File: config.mk
export PLATFORM = sky130hd
export DESIGN_NAME = exu_core
export DESIGN_NICKNAME = d
export VERILOG_FILES = /design/src/rtl/exu_pkg.sv /design/src/rtl/exu_regfile.sv /design/src/rtl/exu_alu.sv /design/src/rtl/exu_branch.sv /design/src/rtl/exu_core.sv
export SDC_FILE = /design/constraint.sdc
export NUM_CORES = 1
export LEC_CHECK = 0
export BUFFER_PORTS_ARGS = -buffer_cell sky130_fd_sc_hd__buf_2
export CORE_MARGIN = 8
export CORE_UTILIZATION = 25
export CTS_BUF_LIST = sky130_fd_sc_hd__clkbuf_16
export CTS_CLUSTER_SIZE = 30
export DETAILED_ROUTE_END_ITERATION = 8
export HOLD_SLACK_MARGIN = 0.1
export PLACE_DENSITY = 0.52
export SKIP_CTS_REPAIR_TIMING = 1
export SYNTH_ARGS = -nofsm -noshare
export SYNTH_HDL_FRONTEND = slang
export SYNTH_HIERARCHICAL = 1
export SYNTH_SLANG_ARGS = --single-unit
File: constraint.sdc
create_clock -name clk_i -period 13.35 [get_ports clk_i]
set_input_delay 1.335 -clock clk_i [delete_from_list [all_inputs] [get_ports clk_i]]
set_output_delay 1.335 -clock clk_i [all_outputs]
set_load 0.05 [all_outputs]
File: src/rtl/exu_pkg.sv
package exu_pkg;
  parameter int unsigned OPW = 5;

  typedef struct packed {
    logic lt;
    logic gt;
    logic zf;
  } flags_t;

  localparam logic [OPW-1:0] OP_ADD  = 5'h00;
  localparam logic [OPW-1:0] OP_SUB  = 5'h01;
  localparam logic [OPW-1:0] OP_MUL  = 5'h02;
  localparam logic [OPW-1:0] OP_CLR  = 5'h03;
  localparam logic [OPW-1:0] OP_JMP  = 5'h05;
  localparam logic [OPW-1:0] OP_JG   = 5'h08;
  localparam logic [OPW-1:0] OP_JGE  = 5'h09;
  localparam logic [OPW-1:0] OP_JL   = 5'h0A;
  localparam logic [OPW-1:0] OP_JLE  = 5'h0B;
  localparam logic [OPW-1:0] OP_JE   = 5'h0C;
  localparam logic [OPW-1:0] OP_JZ   = 5'h0D;
  localparam logic [OPW-1:0] OP_JNZ  = 5'h0E;
  localparam logic [OPW-1:0] OP_DIV  = 5'h0F;
  localparam logic [OPW-1:0] OP_MOVL = 5'h10;
  localparam logic [OPW-1:0] OP_CMP  = 5'h13;
  localparam logic [OPW-1:0] OP_MSK  = 5'h1A;
  localparam logic [OPW-1:0] OP_MSKB = 5'h1B;
endpackage

File: src/rtl/exu_regfile.sv
module exu_regfile #(
  parameter int unsigned NREGS = 4,
  parameter int unsigned W     = 8
) (
  input  logic                      clk_i,
  input  logic                      rst_ni,
  input  logic                      clr_i,
  input  logic                      we_i,
  input  logic [W-1:0]              waddr_i,
  input  logic [W-1:0]              wdata_i,
  input  logic [W-1:0]              raddr_a_i,
  input  logic [W-1:0]              raddr_b_i,
  output logic [W-1:0]              rdata_a_o,
  output logic [W-1:0]              rdata_b_o,
  output logic [NREGS-1:0][W-1:0]   regs_o
);
  logic [NREGS-1:0][W-1:0] regs_q;

  for (genvar i = 0; i < NREGS; i++) begin : g_reg
    always_ff @(posedge clk_i or negedge rst_ni) begin
      if (!rst_ni)                                regs_q[i] <= '0;
      else if (clr_i)                             regs_q[i] <= '0;
      else if (we_i && waddr_i == W'(i))          regs_q[i] <= wdata_i;
    end
  end

  // out-of-range index reads zero
  always_comb begin
    rdata_a_o = '0;
    rdata_b_o = '0;
    for (int i = 0; i < NREGS; i++) begin
      if (raddr_a_i == W'(i)) rdata_a_o = regs_q[i];
      if (raddr_b_i == W'(i)) rdata_b_o = regs_q[i];
    end
  end

  assign regs_o = regs_q;


  clr_empties_chk: assert property (@(posedge clk_i) disable iff (!rst_ni)
    clr_i |=> (regs_q == '0));
endmodule

File: src/rtl/exu_alu.sv
module exu_alu
  import exu_pkg::*;
#(
  parameter int unsigned W = 8
) (
  input  logic [OPW-1:0] opcode_i,
  input  logic [W-1:0]   op_a_i,
  input  logic [W-1:0]   op_b_i,
  input  logic [W-1:0]   ra_i,
  input  logic [W-1:0]   rb_i,
  input  logic [W-1:0]   ax_i,
  input  logic [W-1:0]   bx_i,
  input  logic [W-1:0]   dx_i,
  input  flags_t         flags_i,
  output logic           we_o,
  output logic [W-1:0]   waddr_o,
  output logic [W-1:0]   wdata_o,
  output logic           clr_o,
  output flags_t         flags_o
);
  logic [W-1:0] arith;
  logic         arith_we;

  always_comb begin
    arith    = ax_i;
    arith_we = 1'b0;
    case (opcode_i)
      OP_ADD: begin arith = ax_i + ra_i; arith_we = 1'b1; end
      OP_SUB: begin arith = ax_i - ra_i; arith_we = 1'b1; end
      OP_MUL: begin arith = ax_i * ra_i; arith_we = 1'b1; end
      OP_DIV: begin
        if (ra_i != '0) begin
          arith    = ax_i / ra_i;
          arith_we = 1'b1;
        end
      end
      default: ;
    endcase
  end

  always_comb begin
    we_o    = 1'b0;
    waddr_o = op_a_i;
    wdata_o = op_b_i;
    clr_o   = 1'b0;
    flags_o = flags_i;
    if (arith_we) begin
      we_o    = 1'b1;
      waddr_o = '0;
      wdata_o = arith;
      flags_o = '{lt: 1'b0, gt: 1'b0, zf: (arith == '0)};
    end else begin
      case (opcode_i)
        OP_MOVL: we_o = 1'b1;
        OP_MSK: begin
          we_o    = 1'b1;
          wdata_o = (ax_i & dx_i) | bx_i;
        end
        OP_MSKB: begin
          we_o    = 1'b1;
          wdata_o = dx_i | bx_i;
        end
        OP_CMP: flags_o = '{lt: (ra_i < rb_i), gt: (ra_i > rb_i), zf: (ra_i == rb_i)};
        OP_CLR: begin
          clr_o   = 1'b1;
          flags_o = '0;
        end
        default: ;
      endcase
    end
  end
endmodule

File: src/rtl/exu_branch.sv
module exu_branch
  import exu_pkg::*;
#(
  parameter int unsigned W = 8
) (
  input  logic [OPW-1:0] opcode_i,
  input  flags_t         flags_i,
  input  logic [W-1:0]   ra_i,
  output logic           take_o,
  output logic [W-1:0]   target_o
);
  always_comb begin
    case (opcode_i)
      OP_JMP:        take_o = 1'b1;
      OP_JG:         take_o = flags_i.gt;
      OP_JGE:        take_o = flags_i.gt | flags_i.zf;
      OP_JL:         take_o = flags_i.lt;
      OP_JLE:        take_o = flags_i.lt | flags_i.zf;
      OP_JE, OP_JZ:  take_o = flags_i.zf;
      OP_JNZ:        take_o = ~flags_i.zf;
      default:       take_o = 1'b0;
    endcase
  end

  assign target_o = ra_i;
endmodule

File: src/rtl/exu_core.sv
module exu_core
  import exu_pkg::*;
#(
  parameter int unsigned NREGS = 4,
  parameter int unsigned W     = 8
) (
  input  logic                 clk_i,
  input  logic                 rst_ni,
  input  logic                 exec_i,
  input  logic [OPW-1:0]       opcode_i,
  input  logic [W-1:0]         op_a_i,
  input  logic [W-1:0]         op_b_i,
  output logic [NREGS*W-1:0]   regs_o,
  output logic [2:0]           flags_o,
  output logic                 branch_o,
  output logic [W-1:0]         target_o
);
  localparam int unsigned IDX_AX = 0;
  localparam int unsigned IDX_BX = 1;
  localparam int unsigned IDX_DX = 3;

  logic [NREGS-1:0][W-1:0] regs;
  logic [W-1:0]            ra, rb, waddr, wdata, tgt_d, target_q;
  logic                    we, clr, take, branch_q;
  flags_t                  flags_q, flags_d;

  exu_regfile #(.NREGS(NREGS), .W(W)) u_rf (
    .clk_i     (clk_i),
    .rst_ni    (rst_ni),
    .clr_i     (exec_i & clr),
    .we_i      (exec_i & we),
    .waddr_i   (waddr),
    .wdata_i   (wdata),
    .raddr_a_i (op_a_i),
    .raddr_b_i (op_b_i),
    .rdata_a_o (ra),
    .rdata_b_o (rb),
    .regs_o    (regs)
  );

  exu_alu #(.W(W)) u_alu (
    .opcode_i (opcode_i),
    .op_a_i   (op_a_i),
    .op_b_i   (op_b_i),
    .ra_i     (ra),
    .rb_i     (rb),
    .ax_i     (regs[IDX_AX]),
    .bx_i     (regs[IDX_BX]),
    .dx_i     (regs[IDX_DX]),
    .flags_i  (flags_q),
    .we_o     (we),
    .waddr_o  (waddr),
    .wdata_o  (wdata),
    .clr_o    (clr),
    .flags_o  (flags_d)
  );

  exu_branch #(.W(W)) u_br (
    .opcode_i (opcode_i),
    .flags_i  (flags_q),
    .ra_i     (ra),
    .take_o   (take),
    .target_o (tgt_d)
  );

  always_ff @(posedge clk_i or negedge rst_ni) begin
    if (!rst_ni) begin
      flags_q  <= '0;
      branch_q <= 1'b0;
      target_q <= '0;
    end else begin
      branch_q <= exec_i & take;
      if (exec_i) flags_q <= flags_d;
      if (exec_i && take) target_q <= tgt_d;
    end
  end

  assign regs_o   = regs;
  assign flags_o  = flags_q;
  assign branch_o = branch_q;
  assign target_o = target_q;


  idle_stable_chk: assert property (@(posedge clk_i) disable iff (!rst_ni)
    !exec_i |=> ($stable(regs) && $stable(flags_q) && $stable(target_q) && !branch_q));


  flags_onehot_chk: assert property (@(posedge clk_i) disable iff (!rst_ni)
    $onehot0(flags_o));


  movl_write_chk: assert property (@(posedge clk_i) disable iff (!rst_ni)
    (exec_i && opcode_i == OP_MOVL && op_a_i < W'(NREGS))
      |=> (regs[$past(op_a_i[1:0])] == $past(op_b_i)));


  jmp_pulse_chk: assert property (@(posedge clk_i) disable iff (!rst_ni)
    (exec_i && opcode_i == OP_JMP) |=> (branch_o && target_o == $past(ra)));


  clr_flags_chk: assert property (@(posedge clk_i) disable iff (!rst_ni)
    (exec_i && opcode_i == OP_CLR) |=> (flags_o == 3'b000 && regs_o == '0));


  unlisted_nop_chk: assert property (@(posedge clk_i) disable iff (!rst_ni)
    (exec_i && opcode_i inside {5'h04, 5'h06, 5'h07, [5'h11:5'h12], [5'h14:5'h19], [5'h1C:5'h1F]})
      |=> ($stable(regs) && $stable(flags_q) && $stable(target_q) && !branch_o));
endmodule

* After elaboration in Yosys (flattened, before gate mapping)
Cells that the tools add are included.
W data, S select, Z words.
** Storage, ports and cells
- Flip-flop bits (word level) :: 44
- Latch bits :: 0
- Memory bits (writable) :: 0
- Bits in read-only memories :: 0
- Input port bits :: 24
- Output and inout bits :: 44
- Logic and storage cells :: 100
- Memories kept :: 0
** Cells by class
- $add $sub $neg :: 2
- $mul :: 1
- Divide/modulo/power cells :: 1
- Order comparisons :: 2
- Equal/unequal tests :: 26
- Shift operators :: 0
- Multiplexer cells :: 30
- Bitwise logic cells :: 9
- Reduce and logical (&&, ||, !) cells :: 20
** Operators with widths (number)
- $mux W8 :: 19
- $eq A8 B2 Y1 const B :: 6
- $eq A5 B4 Y1 const B :: 8
- $logic_not A8 Y1 :: 4
- $pmux W8 S4 :: 1
- $eq A8 B1 Y1 const B :: 3
- $eq A5 B5 Y1 const B :: 4
- $or A8 B8 Y8 :: 2
- $pmux W8 S2 :: 1
- $eq A5 B2 Y1 const B :: 2
- $add A8 B8 Y8 :: 1
- $and A8 B8 Y8 :: 1
- $div A8 B8 Y8 :: 1
- $eq A8 B8 Y1 :: 1
- $gt A8 B8 Y1 :: 1
- $lt A8 B8 Y1 :: 1
- $mul A8 B8 Y8 :: 1
- $reduce_bool A2 Y1 :: 4
- $reduce_bool A8 Y1 :: 1
- $sub A8 B8 Y8 :: 1
- $pmux W1 S7 :: 1
- $pmux W3 S2 :: 1
- $reduce_or A3 Y1 :: 2
- $eq A5 B1 Y1 const B :: 1
- 12 further kinds :: 23

* Longest topological paths before layout
- Depth after elaboration :: 13
- Mapped depth :: 58
- Gate-level depth less buffers :: 56

* Hierarchy
Netlist, hierarchy kept.
** By module, submodules not included
- exu_alu :: times used 1, cells an instance 534, area each 3851.2 um2, seq. area each 0.0 um2
- exu_regfile :: times used 1, cells an instance 158, area each 1988.2 um2, seq. area each 800.8 um2
- exu_core :: times used 1, cells an instance 27, area each 454.2 um2, seq. area each 300.3 um2
- exu_branch :: times used 1, cells an instance 15, area each 120.1 um2, seq. area each 0.0 um2

* Least setup slack after synthesis
No wires, ideal clock.
- Kind :: input port to flip-flop
- Start :: in op_a_i[0]
- End :: reg flags_q, in the netlist flags_o[0]
- Setup time :: 0.125 ns
- Arrival :: 12.460 ns
- Slack :: 0.765 ns
- Stages :: 57
- Cell sequence :: buf_2 mux4_2 and3_1 inv_1 ha_1 o2111a_1 nor2_1 a21oi_1 ha_1 o21ai_0 a21oi_1 o21ai_0 a22oi_1 ha_1 a21oi_1 nand2_1 and2_4 a21oi_2 (+21 left out) or2_2 a21oi_1 a21oi_1 a21o_1 a211oi_1 or2_2 buf_6 mux2_2 ha_1 o21ai_0 o21bai_1 a21oi_1 o21ai_0 a21oi_1 o21a_1 a21oi_1 o22ai_1 mux2_2
** RTL lines
- from (decl) :: line exu_core.sv:11 : input logic [W-1:0] op_a_i,
- to (signal assigned) :: line exu_core.sv:73 : if (exec_i) flags_q <= flags_d;
- to (decl) :: line exu_core.sv:25 : flags_t flags_q, flags_d;

* Worst setup path in the final report
- Start :: in op_a_i[0]
- End :: reg u_rf.regs_q, in the netlist u_rf/regs_o[8]
** Between the ends
- Elaborated cells on any way between the ends :: 28
- Classes of those cells :: 2 x add/sub; 1 x mul; 1 x div; 4 x eq/ne; 14 x mux; 2 x bitwise; 4 x reduce/logical
** RTL lines
- $logic_not A8 Y1 :: line exu_regfile.sv:32 : if (raddr_a_i == W'(i)) rdata_a_o = regs_q[i];
- $mux W8 (3 in a row) :: line exu_regfile.sv:32
- $mux W8 * :: line exu_regfile.sv:32
- net ra[0] :: line exu_core.sv:23 : logic [W-1:0] ra, rb, waddr, wdata, tgt_d, target_q;
- $div A8 B8 Y8 / $reduce_bool A8 Y1 (equally long branches) :: line exu_alu.sv:33, exu_alu.sv:32
- $mux W8 / $mux W1 (equally long branches) :: line exu_alu.sv:32 : if (ra_i != '0) begin
- $pmux W8 S4 / $pmux W1 S2 (equally long branches) :: line exu_alu.sv:27 : case (opcode_i)
- $mux W8 * :: line exu_alu.sv:47 : if (arith_we) begin
- net wdata[0] :: line exu_core.sv:23
- $mux W8 * :: line exu_regfile.sv:23 : else if (we_i && waddr_i == W'(i)) regs_q[i] <= wdata_i;
- $mux W8 * :: line exu_regfile.sv:22 : else if (clr_i) regs_q[i] <= '0;
- to (signal, indexed assignment) :: line exu_regfile.sv:23
- to (decl) :: line exu_regfile.sv:17 : logic [NREGS-1:0][W-1:0] regs_q;
The timed path passes the listed nets; every way through them passes the cells marked *. The select of a mux whose other input is x is not followed.
A chain may end at the register's enable or synchronous reset.

==> flow_metrics.env <==
export IMPL_outcome="completed"
export IMPL_place_worst_setup_slack_ps=116.6
export IMPL_ff2ff_path_depth=53
export IMPL_final_min_clock_period_ps=12450
export IMPL_overflow=0
export IMPL_synth_top_family_by_area="simple AND/OR/NAND/NOR gates"
export IMPL_core_um2=25180
export IMPL_syn_area_um2=6414
export IMPL_synth_mux_area_frac=0.1586
export IMPL_critPathCaptureType="flip-flop"
export IMPL_final_hold_viol_count=0
export IMPL_place_inst=1121
export IMPL_finalCritPeriodShare=0.9327
export IMPL_first_global_vias=5916
export IMPL_wl_per_cell_um=18.61
export IMPL_synth_compound_area_share=0.1586
export IMPL_relSlewSlack=0.2394
export IMPL_drive_gt1_frac=0.2178
export IMPL_ir_worst_vdd_v=0.0001707
export IMPL_path_depth=55
export IMPL_r2r_end="u_rf/regs_o[8]"
export IMPL_async_reset_ff_frac=1.000
export IMPL_stdcell_count=1129
export IMPL_dieArea_um2=31040
export IMPL_synth_warnings=6
export IMPL_grt_antenna_before_repair=0
export IMPL_insertion_delay_ps=300
export IMPL_yosysTopAreaCell="dfrtp_1"
export IMPL_cap_violations=0
export IMPL_cp_start_kind="input pin"
export IMPL_worstHoldStart="target_o[1]"
export IMPL_drc=0
export IMPL_crit_reg2reg_launch="u_rf/regs_o[30]"
export IMPL_synth_area_leaders="dfrtp_1 (17%), ha_1 (14%), mux2i_1 (5.6%)"
export IMPL_num_antenna_cells=0
export IMPL_syn_nets=844
export IMPL_min_to="target_o[1]"
export IMPL_fmax_mhz=80.31
export IMPL_cts_htree_levels=2
export IMPL_cpPeakStageDelay_ps=510
export IMPL_grt_pass1_wl_um=33640
export IMPL_setup_viol=0
export IMPL_grt_usage=0.1355
export IMPL_grt_start_max_net_pins=45
export IMPL_clock_path_buffers=2
export IMPL_synth_edff_count=0
export IMPL_stdcell_area_um2=7393
export IMPL_synth_xor_area_share=0.04526
export IMPL_drt_iter0_drc=397
export IMPL_avgViaCountPerCell=5.139
export IMPL_finalWirelength_um=21010
export IMPL_worstPathArrival_ps=12600
export IMPL_place_congestion=0.8612
export IMPL_num_fill_cells=2707
export IMPL_clock_sinks=44
export IMPL_avgSynthCellArea_um2=8.738
export IMPL_core_rowCount=58
export IMPL_chipWidth_um=176.2
export IMPL_whs_path_depth=1
export IMPL_power_leakage_nw=3.393
export IMPL_netlist_instances=734
export IMPL_worst_slew_pin_transition_ps=1112
export IMPL_yosys_area_share_simple=0.2220
export IMPL_critical_path_class="in -> reg"
export IMPL_tritoncts="yes"
export IMPL_port_buffers=67
export IMPL_synth_seq_cells=44
export IMPL_cts_clk_slew_worst_paths_ps=70
export IMPL_crit_family="compound AO/OA/AOI/OAI gates"
export IMPL_hold_class="reg -> reg"
export IMPL_path_max_fanout=9
export IMPL_fin_setup_tns_ps=0
export IMPL_placed_cell_area_um2=7168
export IMPL_rsz0062_at_grt="false"
export IMPL_ys_flop_type="dfrtp_1"
export IMPL_cts_root_buf="clkbuf_16"
export IMPL_final_setup_skew_ps=11.00
export IMPL_p_per_area_nw_per_um2=129.7
export IMPL_yosysUniqueCellTypes=74
export IMPL_nets=908
export IMPL_antenna_left=0
export IMPL_cpMaxStageDelayCell="mux4_2"
export IMPL_required_ps=13500
export IMPL_drv_slew=0
export IMPL_synthToLayoutAreaGrowth_pct=15.28
export IMPL_synthAdderAreaFrac=0.1845
export IMPL_drtPass1Iterations=5
export IMPL_cts_buffers=5
export IMPL_die_h_um=176.2
export IMPL_worst_path_buf_inv=2
export IMPL_vias=5802
export IMPL_io_pins=68
export IMPL_initial_core_util=0.2547
export IMPL_synth_top_cell_area_share=0.1717
export IMPL_ys_seq_area_frac=0.1717
export IMPL_finalWorstSetupSlack_ps=898.6
export IMPL_dpl_hpwl_um=16280
export IMPL_reg2reg_slack_ps=1750
==> power by group <==
group	internal, mW	leakage (nW)	switching (mW)
clock	0.0891	0.0804	0.0588
sequential	0.136	0.611	0.00464
combinational	0.328	2.70	0.342
==> sequential cells by signal, indices dropped and copies added (netlist names) <==
register and cells:
u_rf/regs_o 32, flags_o 3, branch_o 1, target_o 8
==> cell families after synthesis <==
family / Yosys count
AND/OR/NAND/NOR: 256
AO/OA/AOI/OAI: 156
adder cells (fa/ha/maj): 87
buffers and inverters: 84
multiplexers: 77
flip-flops: 44
XOR/XNOR: 30
==> cell type report <==
type	count	area, um^2	share of cell area
clock inverter	3	46.29	0.006262
tap	330	412.9	0.05585
timing repair buffer	96	555.5	0.07514
clock buffer	5	125.1	0.01692
sequential	44	1101	0.1489
inverter	45	168.9	0.02285
multi-input combinational	606	4984	0.6741
==> worst max-delay path by stage <==
stage | to | slack [ps] | startpoint
2_1_floorplan | flags_o[0] | 770 | op_a_i[0]
3_3_place_gp | u_rf/regs_o[8] | 410 | op_a_i[0]
3_5_place_dp | flags_o[0] | 120 | op_a_i[0]
4_1_cts | u_rf/regs_o[8] | 370 | op_a_i[0]
5_1_grt | flags_o[0] | 9 | op_a_i[0]
6_report | u_rf/regs_o[8] | 900 | op_a_i[0]
==> cells in the mapped netlist, types with 5 or more instances <==
| cell | count |
|---|---|
| or2_2 | 6 |
| a21oi_1 | 38 |
| nor4_1 | 6 |
| mux2i_1 | 36 |
| nand2b_1 | 49 |
| nand2_1 | 40 |
| nand4_1 | 9 |
| a21o_1 | 9 |
| mux4_2 | 16 |
| and3_1 | 18 |
| buf_4 | 8 |
| nor3_1 | 22 |
| xnor2_1 | 22 |
| inv_1 | 43 |
| xor2_1 | 6 |
| o21a_1 | 19 |
| nor2_1 | 51 |
| fa_1 | 13 |
| and2_1 | 16 |
| dfrtp_1 | 44 |
| clkbuf_1 | 19 |
| mux2_2 | 20 |
| nor2b_1 | 5 |
| o21ai_0 | 38 |
| o22ai_1 | 10 |
| nand3_1 | 5 |
| or3_1 | 7 |
| ha_1 | 73 |
==> layer usage <==
layer	part of all wire	track usage	routed length, um
met2	0.46	0.2179	9643
met3	0.059	0.02393	1244
met4	0.012	0.02861	246
met5	0	0	0
met1	0.47	0.1865	9879
==> stage by stage <==
stage | util | hold WS, ps | power [mW]
2_1_floorplan | - | 798.0 | 0.6740
3_3_place_gp | 0.2847 | 484.0 | 0.7783
3_5_place_dp | 0.2847 | 491.4 | 0.7807
4_1_cts | 0.2915 | 506.9 | 0.9331
5_1_grt | 0.2936 | 527.2 | 1.043
6_report | 0.2936 | 505.6 | 0.9586
==> cells in the final DEF (no fill, tap or decap), types with 19 or more instances in the layout <==
cell type and count:
nand2_1 40, nor3_1 22, nand2b_1 49, a21oi_1 35, buf_2 66, o21a_1 19
xnor2_1 22, mux2_2 20, dfrtp_1 44, o21ai_0 37, inv_1 43, mux2i_1 35
buf_4 29, nor2_1 51, ha_1 73
No activity file was read; power rests on OpenSTA's default activity.
